$ cat src/rtl/cst_pkg.sv
package cst_pkg;

    // Default geometry: bits per word and internal cycles per frame.
    localparam int unsigned CST_WORD_W    = 16;
    localparam int unsigned CST_FRAME_LEN = 32;

    // Frame sequencer states.
    typedef enum logic [1:0] {
        ST_HALT  = 2'd0,   // reset / standby, all outputs low
        ST_LOAD  = 2'd1,   // data-ready cycle, word captured
        ST_SHIFT = 2'd2    // remaining cycles of the frame
    } cst_state_t;

endpackage

$ cat src/rtl/cst_frame_ctrl.sv
module cst_frame_ctrl
    import cst_pkg::*;
#(
    parameter int unsigned WORD_W    = CST_WORD_W,
    parameter int unsigned FRAME_LEN = CST_FRAME_LEN
) (
    input  logic clk,
    input  logic rst,
    input  logic stby,
    output logic drdy_o,
    output logic sclk_o,
    output logic load_o,
    output logic launch_o,
    output logic clear_o
);

    localparam int unsigned CNT_W = $clog2(FRAME_LEN);
    localparam logic [CNT_W-1:0] LAST_CNT = CNT_W'(FRAME_LEN - 1);
    localparam logic [CNT_W-1:0] LAST_HI  = CNT_W'(2 * WORD_W - 1);

    cst_state_t       state, nxt;
    logic [CNT_W-1:0] cnt, nxt_cnt;
    logic             nxt_hi;

    // Next-state logic: standby overrides every transition (ANY_TO_HALT).
    always_comb begin
        nxt = state;
        if (stby) begin
            nxt = ST_HALT;
        end else begin
            unique case (state)
                ST_HALT:  nxt = ST_LOAD;                          // HALT_TO_LOAD
                ST_LOAD:  nxt = ST_SHIFT;                         // LOAD_TO_SHIFT
                ST_SHIFT: nxt = (cnt == LAST_CNT) ? ST_LOAD       // SHIFT_TO_LOAD
                                                  : ST_SHIFT;
                default:  nxt = ST_HALT;
            endcase
        end
    end

    // Cycle index inside the frame: 0 in the data-ready cycle, then 1, 2, ...
    always_comb begin
        nxt_cnt = (nxt == ST_SHIFT) ? cnt + CNT_W'(1) : '0;
        nxt_hi  = (nxt == ST_SHIFT) && nxt_cnt[0] && (nxt_cnt <= LAST_HI);
    end

    // State register.
    always_ff @(posedge clk or posedge rst) begin
        if (rst) begin
            state <= ST_HALT;
            cnt   <= '0;
        end else begin
            state <= nxt;
            cnt   <= nxt_cnt;
        end
    end

    // Output register: driven from the next state so the pins are registered.
    always_ff @(posedge clk or posedge rst) begin
        if (rst) begin
            drdy_o <= 1'b0;
            sclk_o <= 1'b0;
        end else begin
            drdy_o <= (nxt == ST_LOAD);
            sclk_o <= nxt_hi;
        end
    end

    // Strobes for the shifter, aligned with the edge at which the pins change.
    assign load_o   = (nxt == ST_LOAD);
    assign launch_o = nxt_hi;
    assign clear_o  = (nxt == ST_HALT);

endmodule

$ cat src/rtl/cst_shifter.sv
module cst_shifter
    import cst_pkg::*;
#(
    parameter int unsigned WORD_W = CST_WORD_W
) (
    input  logic              clk,
    input  logic              rst,
    input  logic              load,
    input  logic              launch,
    input  logic              clear,
    input  logic [WORD_W-1:0] din,
    output logic              sdata_o
);

    logic [WORD_W-1:0] shreg;

    // The serial output moves only on launch, i.e. with a rising serial clock.
    // A new word is loaded into shreg without disturbing the bit on sdata_o.
    always_ff @(posedge clk or posedge rst) begin
        if (rst) begin
            shreg   <= '0;
            sdata_o <= 1'b0;
        end else if (clear) begin
            shreg   <= '0;
            sdata_o <= 1'b0;
        end else if (load) begin
            shreg   <= din;
        end else if (launch) begin
            sdata_o <= shreg[WORD_W-1];
            shreg   <= {shreg[WORD_W-2:0], 1'b0};
        end
    end

endmodule

$ cat src/rtl/conv_serial_tx.sv
module conv_serial_tx
    import cst_pkg::*;
#(
    parameter int unsigned WORD_W    = CST_WORD_W,
    parameter int unsigned FRAME_LEN = CST_FRAME_LEN
) (
    input  logic              clk,
    input  logic              rst,
    input  logic              stby,
    input  logic [WORD_W-1:0] result,
    output logic              drdy,
    output logic              fsync,
    output logic              sclk,
    output logic              sdata
);

    logic load_s, launch_s, clear_s;

    cst_frame_ctrl #(
        .WORD_W   (WORD_W),
        .FRAME_LEN(FRAME_LEN)
    ) u_ctrl (
        .clk     (clk),
        .rst     (rst),
        .stby    (stby),
        .drdy_o  (drdy),
        .sclk_o  (sclk),
        .load_o  (load_s),
        .launch_o(launch_s),
        .clear_o (clear_s)
    );

    cst_shifter #(
        .WORD_W(WORD_W)
    ) u_shift (
        .clk    (clk),
        .rst    (rst),
        .load   (load_s),
        .launch (launch_s),
        .clear  (clear_s),
        .din    (result),
        .sdata_o(sdata)
    );

    // Frame sync is the data-ready pulse itself.
    assign fsync = drdy;

endmodule

$ cat config.mk
export PLATFORM = sky130hd
export DESIGN_NAME = conv_serial_tx
export DESIGN_NICKNAME = d
export VERILOG_FILES = /design/src/rtl/cst_pkg.sv /design/src/rtl/cst_frame_ctrl.sv /design/src/rtl/cst_shifter.sv /design/src/rtl/conv_serial_tx.sv
export SDC_FILE = /design/constraint.sdc
export NUM_CORES = 1
export LEC_CHECK = 0
export BUFFER_PORTS_ARGS = -buffer_cell sky130_fd_sc_hd__buf_2
export CORE_MARGIN = 5
export CORE_UTILIZATION = 55
export CTS_CLUSTER_SIZE = 12
export DETAILED_ROUTE_END_ITERATION = 8
export PLACE_DENSITY = 0.78
export SYNTH_ARGS = -nofsm -noshare
export SYNTH_HDL_FRONTEND = slang
export SYNTH_SLANG_ARGS = --single-unit
export TNS_END_PERCENT = 1
$ cat constraint.sdc
create_clock -name clk -period 2.7 [get_ports clk]
set_input_delay 0.27 -clock clk [delete_from_list [all_inputs] [get_ports clk]]
set_output_delay 0.27 -clock clk [all_outputs]
set_load 0.05 [all_outputs]
==> results of run 1 <==
power groups by stage:
stage	clock, mW	sequential (mW)	combinational, mW
after global placement	0	0.466	0.222
after detailed placement	0	0.469	0.226
after floorplan	0	0.478	0.168
after global routing	0.292	0.466	0.245
after CTS	0.273	0.461	0.227
final	0.267	0.462	0.225
critical path, delay by kind of cell, from the launching register on:
kind	cells	cell delay (ns)
AOI/OAI and AO/OA	2	0.24
adders and majority gates	2	0.46
buffers and inverters	2	0.35
DFF	1	0.42
and+or+nand+nor	2	0.66
per-layer routing:
layer | track usage | vias up | routed length (um)
met5 | 0 | - | 0
met1 | 0.229 | 483 | 1240
met3 | 0.0277 | 5 | 119
met2 | 0.255 | 23 | 1270
met4 | 0.0712 | 0 | 51
li1 | - | 474 | -
synth_stat cells:
master	count
sky130_fd_sc_hd__nor2b_1	1
sky130_fd_sc_hd__xor2_1	1
sky130_fd_sc_hd__buf_4	3
sky130_fd_sc_hd__a2bb2oi_1	6
sky130_fd_sc_hd__buf_2	5
sky130_fd_sc_hd__o211ai_4	1
sky130_fd_sc_hd__nand3_1	16
sky130_fd_sc_hd__and3_1	1
sky130_fd_sc_hd__o21ai_2	1
sky130_fd_sc_hd__buf_6	2
sky130_fd_sc_hd__inv_2	1
sky130_fd_sc_hd__xnor2_1	1
sky130_fd_sc_hd__and2_1	4
sky130_fd_sc_hd__dfrtp_1	26
sky130_fd_sc_hd__o211a_1	2
sky130_fd_sc_hd__nor3b_4	1
sky130_fd_sc_hd__o221ai_2	9
sky130_fd_sc_hd__o221ai_1	6
sky130_fd_sc_hd__inv_1	3
sky130_fd_sc_hd__nand2b_1	2
sky130_fd_sc_hd__clkbuf_1	2
sky130_fd_sc_hd__ha_1	2
sky130_fd_sc_hd__nor2_1	3
sky130_fd_sc_hd__a2bb2oi_2	10
sky130_fd_sc_hd__a32o_1	2
path summary, 6_finish.rpt:
| kind | endpoint | slack, ns | from |
|---|---|---|---|
| setup / recovery | u_shift.shreg[0]$_DFFE_PP0P_ | 0.51 | u_ctrl.cnt[0]$_DFF_PP0_ |
| min in group clk | u_shift.shreg[0]$_DFFE_PP0P_ | 0.16 | result[0] |
| hold reg to reg | u_shift.shreg[3]$_DFFE_PP0P_ | 0.55 | u_shift.shreg[3]$_DFFE_PP0P_ |
| max in group asynchronous | u_shift.shreg[9]$_DFFE_PP0P_ | 1.98 | rst |
| setup reg to reg | u_shift.shreg[0]$_DFFE_PP0P_ | 0.51 | u_ctrl.cnt[0]$_DFF_PP0_ |
| hold / removal | u_ctrl.cnt[1]$_DFF_PP0_ | 0.13 | rst |
final cells by class:
type                            instances  area [um^2]
Sequential cell                        26          651
Clock inverter                          1         30.0
Tap cell                               30         37.5
Multi-Input combinational cell         69          666
Timing Repair Buffer                   28          155
Clock buffer                            3         22.5
Inverter                                4         15.0
Fill cell                             205          878
state kept, by name, summed over array words and instances (netlist names):
name and cells:
u_ctrl.cnt 5, u_ctrl.sclk_o 1, u_ctrl.state 2, u_shift.sdata_o 1
u_ctrl.drdy_o 1, u_shift.shreg 16
per-stage QoR:
step / util / hold slack (ns) / setup WS (ns) / instances
6_report: 0.642 / 0.134 / 0.513 / 161
5_1_grt: 0.642 / 0.128 / 0.390 / 161
4_1_cts: 0.642 / 0.147 / 0.520 / 161
3_5_place_dp: 0.621 / 0.503 / 0.542 / 157
3_3_place_gp: 0.621 / 0.490 / 0.637 / 157
2_1_floorplan: - / 0.310 / 0.742 / 111
cells by family (layout without fill, tap and decap cells):
kind of cell / Yosys count / count (layout) / synth area share
flops: 26 / 26 / 0.463
compound gates: 37 / 37 / 0.327
fa+ha+maj: 2 / 2 / 0.0178
simple gates: 28 / 28 / 0.114
buf+inv: 16 / 36 / 0.0658
xor+xnor: 2 / 2 / 0.0125
==> summary by stage, run 1 <==
Synthesis
The gate count of the mapped netlist is roughly 110. The portion of synthesized cell area occupied by the leading cell type is 0.463. The average instance in the mapped netlist occupies 12.7 um^2. In this run, synthesis produced a sequential element count of 26. After synthesis, the cell types taking the most area are sky130_fd_sc_hd__dfrtp_1, sky130_fd_sc_hd__a2bb2oi_2, sky130_fd_sc_hd__o221ai_2. Of all cell types, the one taking the most synthesized area is sky130_fd_sc_hd__dfrtp_1. Yosys mapped the design onto 25 distinct sky130hd cell types. The total nets after synthesis is 132. The sequential cell area fraction in the yosys report is 0.463. Yosys printed 0 warnings. The cell area after synthesis is about 1400 um^2.

Run status
The flow ran to the end, and the final reports show no timing, DRC or antenna violations.

Clock network
The CTS sink count is 26. The number of setup buffers added after CTS is 0. The count of hold-fix buffers inserted at cts is 0. Clock tree synthesis selected as its root buffer the cell sky130_fd_sc_hd__clkbuf_4. The later pin in the worst-skew pair is clocked with a latency of 0.32 ns. The number of clock buffers added by TritonCTS is 3. The number of buffers on the longest clock path is 2.

The number of levels in the clock H-tree is 1. After clock tree synthesis, the clock-pin slew on the worst setup and hold paths is roughly 0.14 ns. Post-CTS repair changed the size of 0 cells. The TritonCTS clock tree is yes.

Detailed routing
The via-per-instance ratio is approximately 6.1. After detailed routing, the number of remaining DRC violations is 0. After detailed routing, the total wire length is 2.68 mm.

The average detailed-routed wire length per instance is 16.6 um. In this run the remaining antenna-violating nets after routing total 0. For this run, the detailed router's first-pass iteration total came to 5. The initial detailed-routing violation count is 35. The detailed router placed slightly below 1000 vias in this run.

Pwr
The total power density per cell area is 605 nW/um^2. The power after layout is 954 uW. The share of total power dissipated in combinational logic is 0.236. Of the total power, the clock network draws 0.280.

The analysis attributes to net switching a power of about 280 uW. The internal portion of the total power is approximately 680 uW. The leakage power of the design is ~0.71 nW.

The worst supply voltage drop on vdd is approximately 0.38 mV. The sequential cell fraction of total power is 0.485. The switching share of power is 0.291.

Placed design
The final estimated routing congestion in global placement is about 0.79. The cell area after placement is about 1500 um^2. The count of buffers added on input and output ports is 22.

The HPWL after detailed placement is roughly 1.9 mm.

Worst setup path
STA classifies the critical path endpoint as a flip-flop. The largest individual stage delay along the critical path comes from the cell sky130_fd_sc_hd__nor3b_4. Among the stages of the critical path, the cell type that occurs most often is sky130_fd_sc_hd__ha_1. The worst path arrival time is 2.46 ns. The kind of start point of the critical path is a flip-flop. The signal on the critical path passes through ha_1, and3_1, ha_1, nor3b_4, buf_4, o21ai_2, inv_2, a32o_1.

The count of cells along the worst register-to-register path is 8. The highest cell delay on the worst timing path is 0.47 ns. The category of the critical setup timing path is reg2reg. The data required time of the worst path is approximately 3.0 ns.

The top fanout value on the critical path is 11.

Finish
The cell area after layout is about 1600 um^2. The count of nets after finishing is roughly 150. The area growth from synthesis to final layout is 12.1%. The library cell used most frequently in the layout, excluding fill and tap cells, is sky130_fd_sc_hd__dfrtp_1.

The library cells used most frequently in the layout, excluding fill and tap cells, are sky130_fd_sc_hd__dfrtp_1, sky130_fd_sc_hd__buf_2, sky130_fd_sc_hd__nand3_1. The fraction of final layout cells sized beyond drive strength 1 is 0.427. The final antenna diode count is 0.

Hold path
The type of the tightest min-delay check is in2async.

Global routing
The overall overflow remaining after global route is 0. The first global-routing pass estimated ~4.5 mm of wire. The initial antenna violation count is 0. The via count of the first global-routing pass was 984. Entering global routing, the biggest net connects 27 pins. Across every metal layer, demand over resource in global routing totals 0.165.

STA
The slew at the pin closest to its max-slew limit is slightly below 1 ns. Setup violations remaining at the end of the flow were counted as 0. The worst clock skew is between 0.006 and 0.007 ns. The final cycle utilization of the critical path is 0.810. Setup repair after global routing left no endpoint under its margin. The routed design could run at a clock period as short as around 2.2 ns.

The relative slew slack is 0.357. The count of final hold-check violations is 0. The final max-slew violation count was 0. The maximum frequency from static timing analysis is ~460 MHz.

The sum of negative setup slack is 0 ns.

Die
After floorplanning, the core was sized to cover around 2500 um^2. The floorplan die width is between 60 and 70 um. The initial core utilization is 0.573. The die boundary height is 60.6 um.

For this design the top-level I/O count stands at 23. The number of cell rows is 18. The area enclosed by the die boundary is roughly 3700 um^2.

Run
Max-cap violations in this run came to 0.
Power figures use the tool's default switching activity.
==> run 2, diff against run 1 <==
CORE_UTILIZATION = 50   (was 55)
PLACE_DENSITY = 0.75   (was 0.78)
clock period = 1.9 ns   (was 2.7 ns; I/O delays follow)
==> run 2 against run 1 <==
  * Final area is 3.3% higher
  * Critical path depth is 2 lower
  * Critical path type unchanged
  * Largest cell class unchanged
  * Total power is 33% higher
  * Combinational power is 50% higher
  * Core utilization is 4.6 points lower
  * Final cell count is 3.1% higher
  * Sequential share of layout area is 1.3 points lower
  * Via count is 0.51% higher
  * Highest routed layer unchanged
  * Register-to-register slack worse by 0.44 ns
  * Maximum frequency is 20% higher
  * Worst hold slack worse by 0.051 ns
==> summary by stage, run 2 (synthesized netlist as in run 1, its figures left out) <==
Pwr
The leakage power of the design came to 0.721 nW (+0.84%). The worst supply voltage drop on vdd is 0.560 mV (+46%). The total power density per cell area is 781 nW/um^2 (+29%).

The power after layout is 1.27 mW (+33%).

STA
The total of endpoints with negative setup slack in the final report is 0 (unchanged). The relative slew slack came to 0.596 (+0.239). The count of final hold-check violations was 0 (unchanged). The setup slack after layout is 0.0726 ns (-0.441 ns). The final hold slack is 0.0829 ns (-0.0509 ns). The sum of negative setup slack is 0 ns (unchanged). The final cycle utilization of the critical path was 0.962 (+0.152). The slew at the pin closest to its max-slew limit is 0.604 ns (-0.360 ns). The final max-slew violation count is 0 (unchanged). The maximum frequency from static timing analysis was 547 MHz (+20%).

The shortest period the worst path allows came to 1.83 ns (-0.359 ns). The worst clock skew came to 0.00943 ns (+0.00322 ns).

Finish
The largest registers in the layout are u_shift.shreg x16, u_ctrl.cnt x5, u_ctrl.state x2. The area growth from synthesis to final layout is 15.8%. The fraction of final layout cells sized beyond drive strength 1 is 0.459 (+0.0318). The library cell used most frequently in the layout, excluding fill and tap cells, is sky130_fd_sc_hd__dfrtp_1. The flip-flop count of the largest register after layout is 16 (unchanged). The top cell types in the final layout, fill and taps aside, are sky130_fd_sc_hd__dfrtp_1, sky130_fd_sc_hd__buf_2, sky130_fd_sc_hd__nand3_1.

The largest register by flop count is u_shift.shreg. The final antenna diode count is 0 (unchanged). The cell area after layout is 1630 um^2 (+3.3%).

The count of nets after finishing is 157 (+2.6%).

Placed design
The pre-CTS worst setup slack is 0.0800 ns (-0.462 ns). The final estimated routing congestion in global placement is 0.739 (-6.5%). The count of buffers inserted at the top-level ports is 22 (unchanged). The cell area after placement came to 1570 um^2 (+2.9%). The placed wire-length estimate came to 2.01 mm (+7.0%).

Worst setup path
The worst setup path is captured at a flip-flop. The kind of start point of the critical path is a flip-flop. The critical path starts at u_ctrl.cnt[1]$_DFF_PP0_. The endpoint of the most critical setup path is u_shift.shreg[5]$_DFFE_PP0P_. The startpoint identified for the worst register-to-register timing path is u_ctrl.cnt[1]$_DFF_PP0_. The worst path arrival time came to 2.04 ns (-0.42 ns). The setup slack of the most critical reg-to-reg path came to 0.07 ns (-0.44 ns). The top fanout value on the critical path was 15 (+4).

The end of the worst register-to-register path is u_shift.shreg[5]$_DFFE_PP0P_. The data required time of the worst path is 2.11 ns (-0.86 ns). The count of cells along the worst register-to-register path is 6 (-2). The category of the critical setup timing path is reg2reg.

Die
The die boundary height was 63.0 um (+4.1%). The initial core utilization is 0.514 (-0.0585). The I/O pin total is 23 (unchanged). The number of cell rows is 19 (+1).

The floorplan die width is 63.0 um (+4.1%). The area of the placeable core is 2730 um^2 (+11%). The area enclosed by the die boundary is 3970 um^2 (+8.3%).

Global routing
The maximum number of pins on one net before global-route repair is 27 (unchanged). In this run the most used layer during global routing was met2. The overall overflow remaining after global route came to 0 (unchanged). The via count of the first global-routing pass is 1044 (+6.1%). The all-layer global routing usage is 0.152 (-0.0130).

The global routing usage on met1 is 0.195 (-0.0333). The first-pass GRT wire length is 4.87 mm (+7.5%). The initial antenna violation count came to 0 (unchanged). The fraction of met3 tracks used by global routing is 0.0378 (+0.0101).

The met2 demand-to-capacity share in global routing is 0.244 (-0.0114).

Clock network
The clock insertion delay at the later pin of the skew report is 0.32 ns (about the same). The TritonCTS clock tree is yes. The number of levels in the clock H-tree was 1 (unchanged). The number of buffers on the longest clock path was 2 (unchanged).

The tree is rooted in a sky130_fd_sc_hd__clkbuf_4. The number of buffers created by CTS came to 3 (unchanged). The CTS sink count is 26 (unchanged).

The clock transition at the register clock pins on the worst setup and hold paths after CTS is 0.13 ns (about the same). The buffers inserted during post-CTS setup optimization was 0 (unchanged).

Detailed routing
The DRC violations left is 0 (unchanged). The average detailed-routed wire length per instance is 16.9 um (+1.3%). The initial detailed-routing violation count came to 57 (+63%). The iteration count of the initial detailed-routing pass is 4 (-1). The wire length reported by the detailed router is 2.80 mm (+4.4%). The count of vias placed by the detailed router is 990 (+0.51%). The via-per-instance ratio is 5.96 (-2.5%). The count of nets left with antenna violations after detail routing is 0 (unchanged).

Run
The number of max-cap violations is 0 (unchanged).

Run status
The flow ran to the end, and the final reports show no timing, DRC or antenna violations.

Hold path
The cell count of the worst hold path is 2. The tightest min-delay check is of the in2reg type. The worst hold path begins at result[0].
## run 2: through the flow
stage               instances   util
CTS                       166  0.590
global route              166  0.596
detailed placement        161  0.573
global placement          161  0.573
floorplan                 111      -
finish                    166  0.596
## run 2: where the power goes
| group | switching, mW | internal, mW | leakage [nW] |
|---|---|---|---|
| clock | 0.164 | 0.117 | 0.0210 |
| combinational | 0.188 | 0.149 | 0.354 |
| sequential | 0.0450 | 0.609 | 0.346 |
| total | 0.397 | 0.875 | 0.721 |
## run 2: timing repair
| item | CTS | global route |
|---|---|---|
| hold buffers | 1 | 0 |
| gates resized for setup | 0 | 3 |
| endpoints found under the hold margin | 26 | 0 |
| setup endpoints to repair | 0 | 6 |
## run 2: per-layer routing
metal / part of all wire / up-vias / wire, um
li1: - / 481 / -
met3: 0.040 / 2 / 112
met4: 0.0071 / 0 / 20
met2: 0.48 / 17 / 1350
met1: 0.47 / 490 / 1310
met5: 0 / - / 0
## run 2: worst min path at each step
stage | slack [ns] | endpoint
after floorplan | 0.23 | u_ctrl.cnt[0]$_DFF_PP0_
final | 0.08 | u_shift.shreg[0]$_DFFE_PP0P_
after detailed placement | 0.26 | u_ctrl.cnt[3]$_DFF_PP0_
after global routing | 0.07 | u_shift.shreg[11]$_DFFE_PP0P_
after global placement | 0.25 | u_ctrl.cnt[3]$_DFF_PP0_
after CTS | 0.07 | u_shift.shreg[0]$_DFFE_PP0P_
## run 2: worst max-delay path, stage by stage (launching register included)
cell and delay (ns):
sky130_fd_sc_hd__dfrtp_1 0.42, sky130_fd_sc_hd__ha_2 0.21, sky130_fd_sc_hd__and3_4 0.19, sky130_fd_sc_hd__ha_4 0.16
sky130_fd_sc_hd__nor3b_4 0.29, sky130_fd_sc_hd__o211ai_4 0.26, sky130_fd_sc_hd__a2bb2oi_1 0.21
## run 2: cell type report
type / instances / area (um^2)
multi-input combinational: 69 / 693
sequential: 26 / 651
tap: 31 / 38.8
clock buffer: 4 / 36.3
timing repair buffer: 32 / 195
inverter: 4 / 15.0
fill: 225 / 1100
==> run 3, diff against run 2 <==
CORE_MARGIN = 3   (was 5)
==> run 3 against run 2 <==
  * Final area is 2.8% higher
  * Sequential power hardly changed
  * Via count is 6.4% higher
  * Worst hold slack worse by 0.0077 ns
  * Largest cell class unchanged
  * Worst setup slack worse by 0.026 ns
  * Count of clock-buffer cells in the layout stayed put
  * First-iteration DRC count is 37% lower
  * Combinational power is 5% higher
==> summary by stage, run 3 (synthesized netlist as in run 1, its figures left out) <==
Run status
The flow ran to the end, and the final reports show no timing, DRC or antenna violations.

Clock network
The clock insertion delay at the later pin of the skew report is 0.33 ns (about the same). The number of buffers created by CTS is 3 (unchanged). The TritonCTS clock tree is yes. The tree is rooted in a sky130_fd_sc_hd__clkbuf_4. The number of levels in the clock H-tree is 1 (unchanged).

The number of buffers on the longest clock path came to 2 (unchanged). The clock transition at the register clock pins on the worst setup and hold paths after CTS is 0.15 ns (+0.02 ns). The CTS sink count is 26 (unchanged).

Die
The initial core utilization is 0.548 (+0.0333). The I/O pin total is 23 (unchanged). The area enclosed by the die boundary is 3490 um^2 (-12%). The number of cell rows is 18 (-1). The die boundary height is 59.0 um (-6.3%). The floorplan die width is 59.0 um (-6.3%). The area of the placeable core came to 2570 um^2 (-6.1%).

Detailed routing
The count of vias placed by the detailed router is 1053 (+6.4%). The via-per-instance ratio is 6.19 (+3.9%). The initial detailed-routing violation count was 36 (-37%). The wire length reported by the detailed router is 2.88 mm (+2.9%). The average detailed-routed wire length per instance came to 16.9 um (+0.51%). The iteration count of the initial detailed-routing pass is 4 (unchanged). The count of nets left with antenna violations after detail routing is 0 (unchanged). The DRC violations left came to 0 (unchanged).

Finish
The fraction of final layout cells sized beyond drive strength 1 is 0.479 (+0.0193). The largest registers in the layout are u_shift.shreg x16, u_ctrl.cnt x5, u_ctrl.state x2. The final antenna diode count is 0 (unchanged). The largest register by flop count is u_shift.shreg.

The flip-flop count of the largest register after layout came to 16 (unchanged). The area growth from synthesis to final layout is 19.0%. The number of standard cells in the layout, taps in and fillers out came to 170 (+2.4%). The count of nets after finishing came to 162 (+3.2%).

The fraction of the core area covered by cells at the end of the flow is 0.652 (+0.0562). Leaving out fill and tap cells, the most frequent cell in the layout is sky130_fd_sc_hd__dfrtp_1. In the layout the commonest cells are sky130_fd_sc_hd__dfrtp_1, sky130_fd_sc_hd__buf_2, sky130_fd_sc_hd__nand3_1.

STA
The final max-slew violation count is 0 (unchanged). The shortest period the worst path allows was 1.85 ns (+0.0264 ns). The total of endpoints with negative setup slack in the final report is 0 (unchanged).

The count of final hold-check violations is 0 (unchanged). The slew at the pin closest to its max-slew limit is 0.424 ns (-0.180 ns). The final hold slack was 0.0752 ns (-0.00771 ns). The final cycle utilization of the critical path was 0.976 (+0.0139). The sum of negative setup slack is 0 ns (unchanged). The worst clock skew is 0.00783 ns (-0.00160 ns).

The relative slew slack came to 0.717 (+0.122). The maximum frequency from static timing analysis came to 539 MHz (-1.4%). Setup repair after global routing could not meet its margin everywhere.

Pwr
The worst supply voltage drop on vdd is 0.557 mV (-0.60%). The leakage power of the design came to 0.751 nW (+4.2%). The total power density per cell area is 777 nW/um^2 (-0.53%). The power after layout is 1.30 mW (+2.2%).

Worst setup path
The cell family with the largest share of critical-path delay is simple AND/OR/NAND/NOR gates. The slowest stage of the critical path is the sky130_fd_sc_hd__dfrtp_1 cell. The worst path arrival time is 2.13 ns (+0.09 ns). The category of the critical setup timing path is reg2reg. The data required time of the worst path is 2.17 ns (+0.06 ns). The number of buffers and inverters on the critical path is 2 (+2). The capturing element type of the critical path is a flip-flop. The signal on the critical path passes through ha_2, and3_4, ha_4, nor3b_4, buf_4, buf_6, o221ai_1, a2bb2oi_1. The highest cell delay on the worst timing path is 0.41 ns (about the same).

STA classifies the critical path startpoint as a flip-flop. The top fanout value on the critical path was 11 (-4).

Run
The number of max-cap violations is 0 (unchanged).

Global routing
The via count of the first global-routing pass is 1058 (+1.3%). The first-pass GRT wire length is 4.92 mm (+0.99%). The overall overflow remaining after global route is 0 (unchanged). The initial antenna violation count is 0 (unchanged). The all-layer global routing usage came to 0.183 (+0.0307). The maximum number of pins on one net before global-route repair came to 27 (unchanged).

Placed design
The placed wire-length estimate is 2.08 mm (+3.4%). The final estimated routing congestion in global placement is 0.807 (+9.2%). The count of buffers inserted at the top-level ports is 22 (unchanged).

The number of placed cells counting well taps is 162 (+0.62%).

Hold path
The type of the tightest min-delay check is in2reg.
[run 3: routing by layer]
layer	wire length [um]	vias up	global-route usage	share of wire
met5	0	-	0	0
met4	20	0	0.0291	0.0069
met3	150	4	0.0501	0.052
met2	1430	27	0.292	0.50
met1	1280	530	0.254	0.44
li1	-	492	-	-
[run 3: layout make-up]
class / count / area (um^2)
tap: 30 / 37.5
sequential: 26 / 651
inverter: 4 / 15.0
timing repair buffer: 37 / 241
fill: 223 / 893
multi-input combinational: 69 / 693
clock buffer: 4 / 36.3
[run 3: timing repair]
| action | 4_1_cts | 5_1_grt |
|---|---|---|
| setup endpoints to repair | 0 | 16 |
| hold endpoints to repair | 26 | 0 |
| setup buffers | 0 | 3 |
| hold buffers | 1 | 0 |
| resized for setup | 0 | 2 |
[run 3: worst paths after layout]
path,cells after the start,to,slack (ns),start
min reg2reg,1,u_shift.sdata_o$_DFFE_PP0P_,0.54,u_shift.shreg[15]$_DFFE_PP0P_
max reg2reg,8,u_shift.shreg[7]$_DFFE_PP0P_,0.05,u_ctrl.cnt[1]$_DFF_PP0_
max,8,u_shift.shreg[7]$_DFFE_PP0P_,0.05,u_ctrl.cnt[1]$_DFF_PP0_
max in group asynchronous,4,u_shift.shreg[13]$_DFFE_PP0P_,1.21,rst
min,2,u_shift.shreg[0]$_DFFE_PP0P_,0.08,result[0]
min in group asynchronous,4,u_ctrl.state[1]$_DFF_PP0_,0.43,rst
[run 3: stage by stage]
step | instance area (um^2) | worst slack, ns
6_report | 1670 | 0.0462
5_1_grt | 1670 | -0.0320
4_1_cts | 1630 | 0.00249
3_5_place_dp | 1580 | 0.0415
3_3_place_gp | 1580 | 0.123
2_1_floorplan | 1430 | -0.00735
[run 3: worst reg2reg max path, cell delays in order (launching register included)]
cell and delay (ns):
sky130_fd_sc_hd__dfrtp_1 0.41, sky130_fd_sc_hd__ha_2 0.21, sky130_fd_sc_hd__and3_4 0.19, sky130_fd_sc_hd__ha_4 0.16, sky130_fd_sc_hd__nor3b_4 0.22, sky130_fd_sc_hd__buf_4 0.15
sky130_fd_sc_hd__buf_6 0.16, sky130_fd_sc_hd__o221ai_1 0.13, sky130_fd_sc_hd__a2bb2oi_1 0.18
[run 3: report_power, final]
part           internal [mW]  switching (mW)  leakage, nW
Clock                  0.117           0.174       0.0210
Combinational          0.161           0.192        0.384
Sequential             0.609          0.0468        0.346
Total                  0.887           0.413        0.751
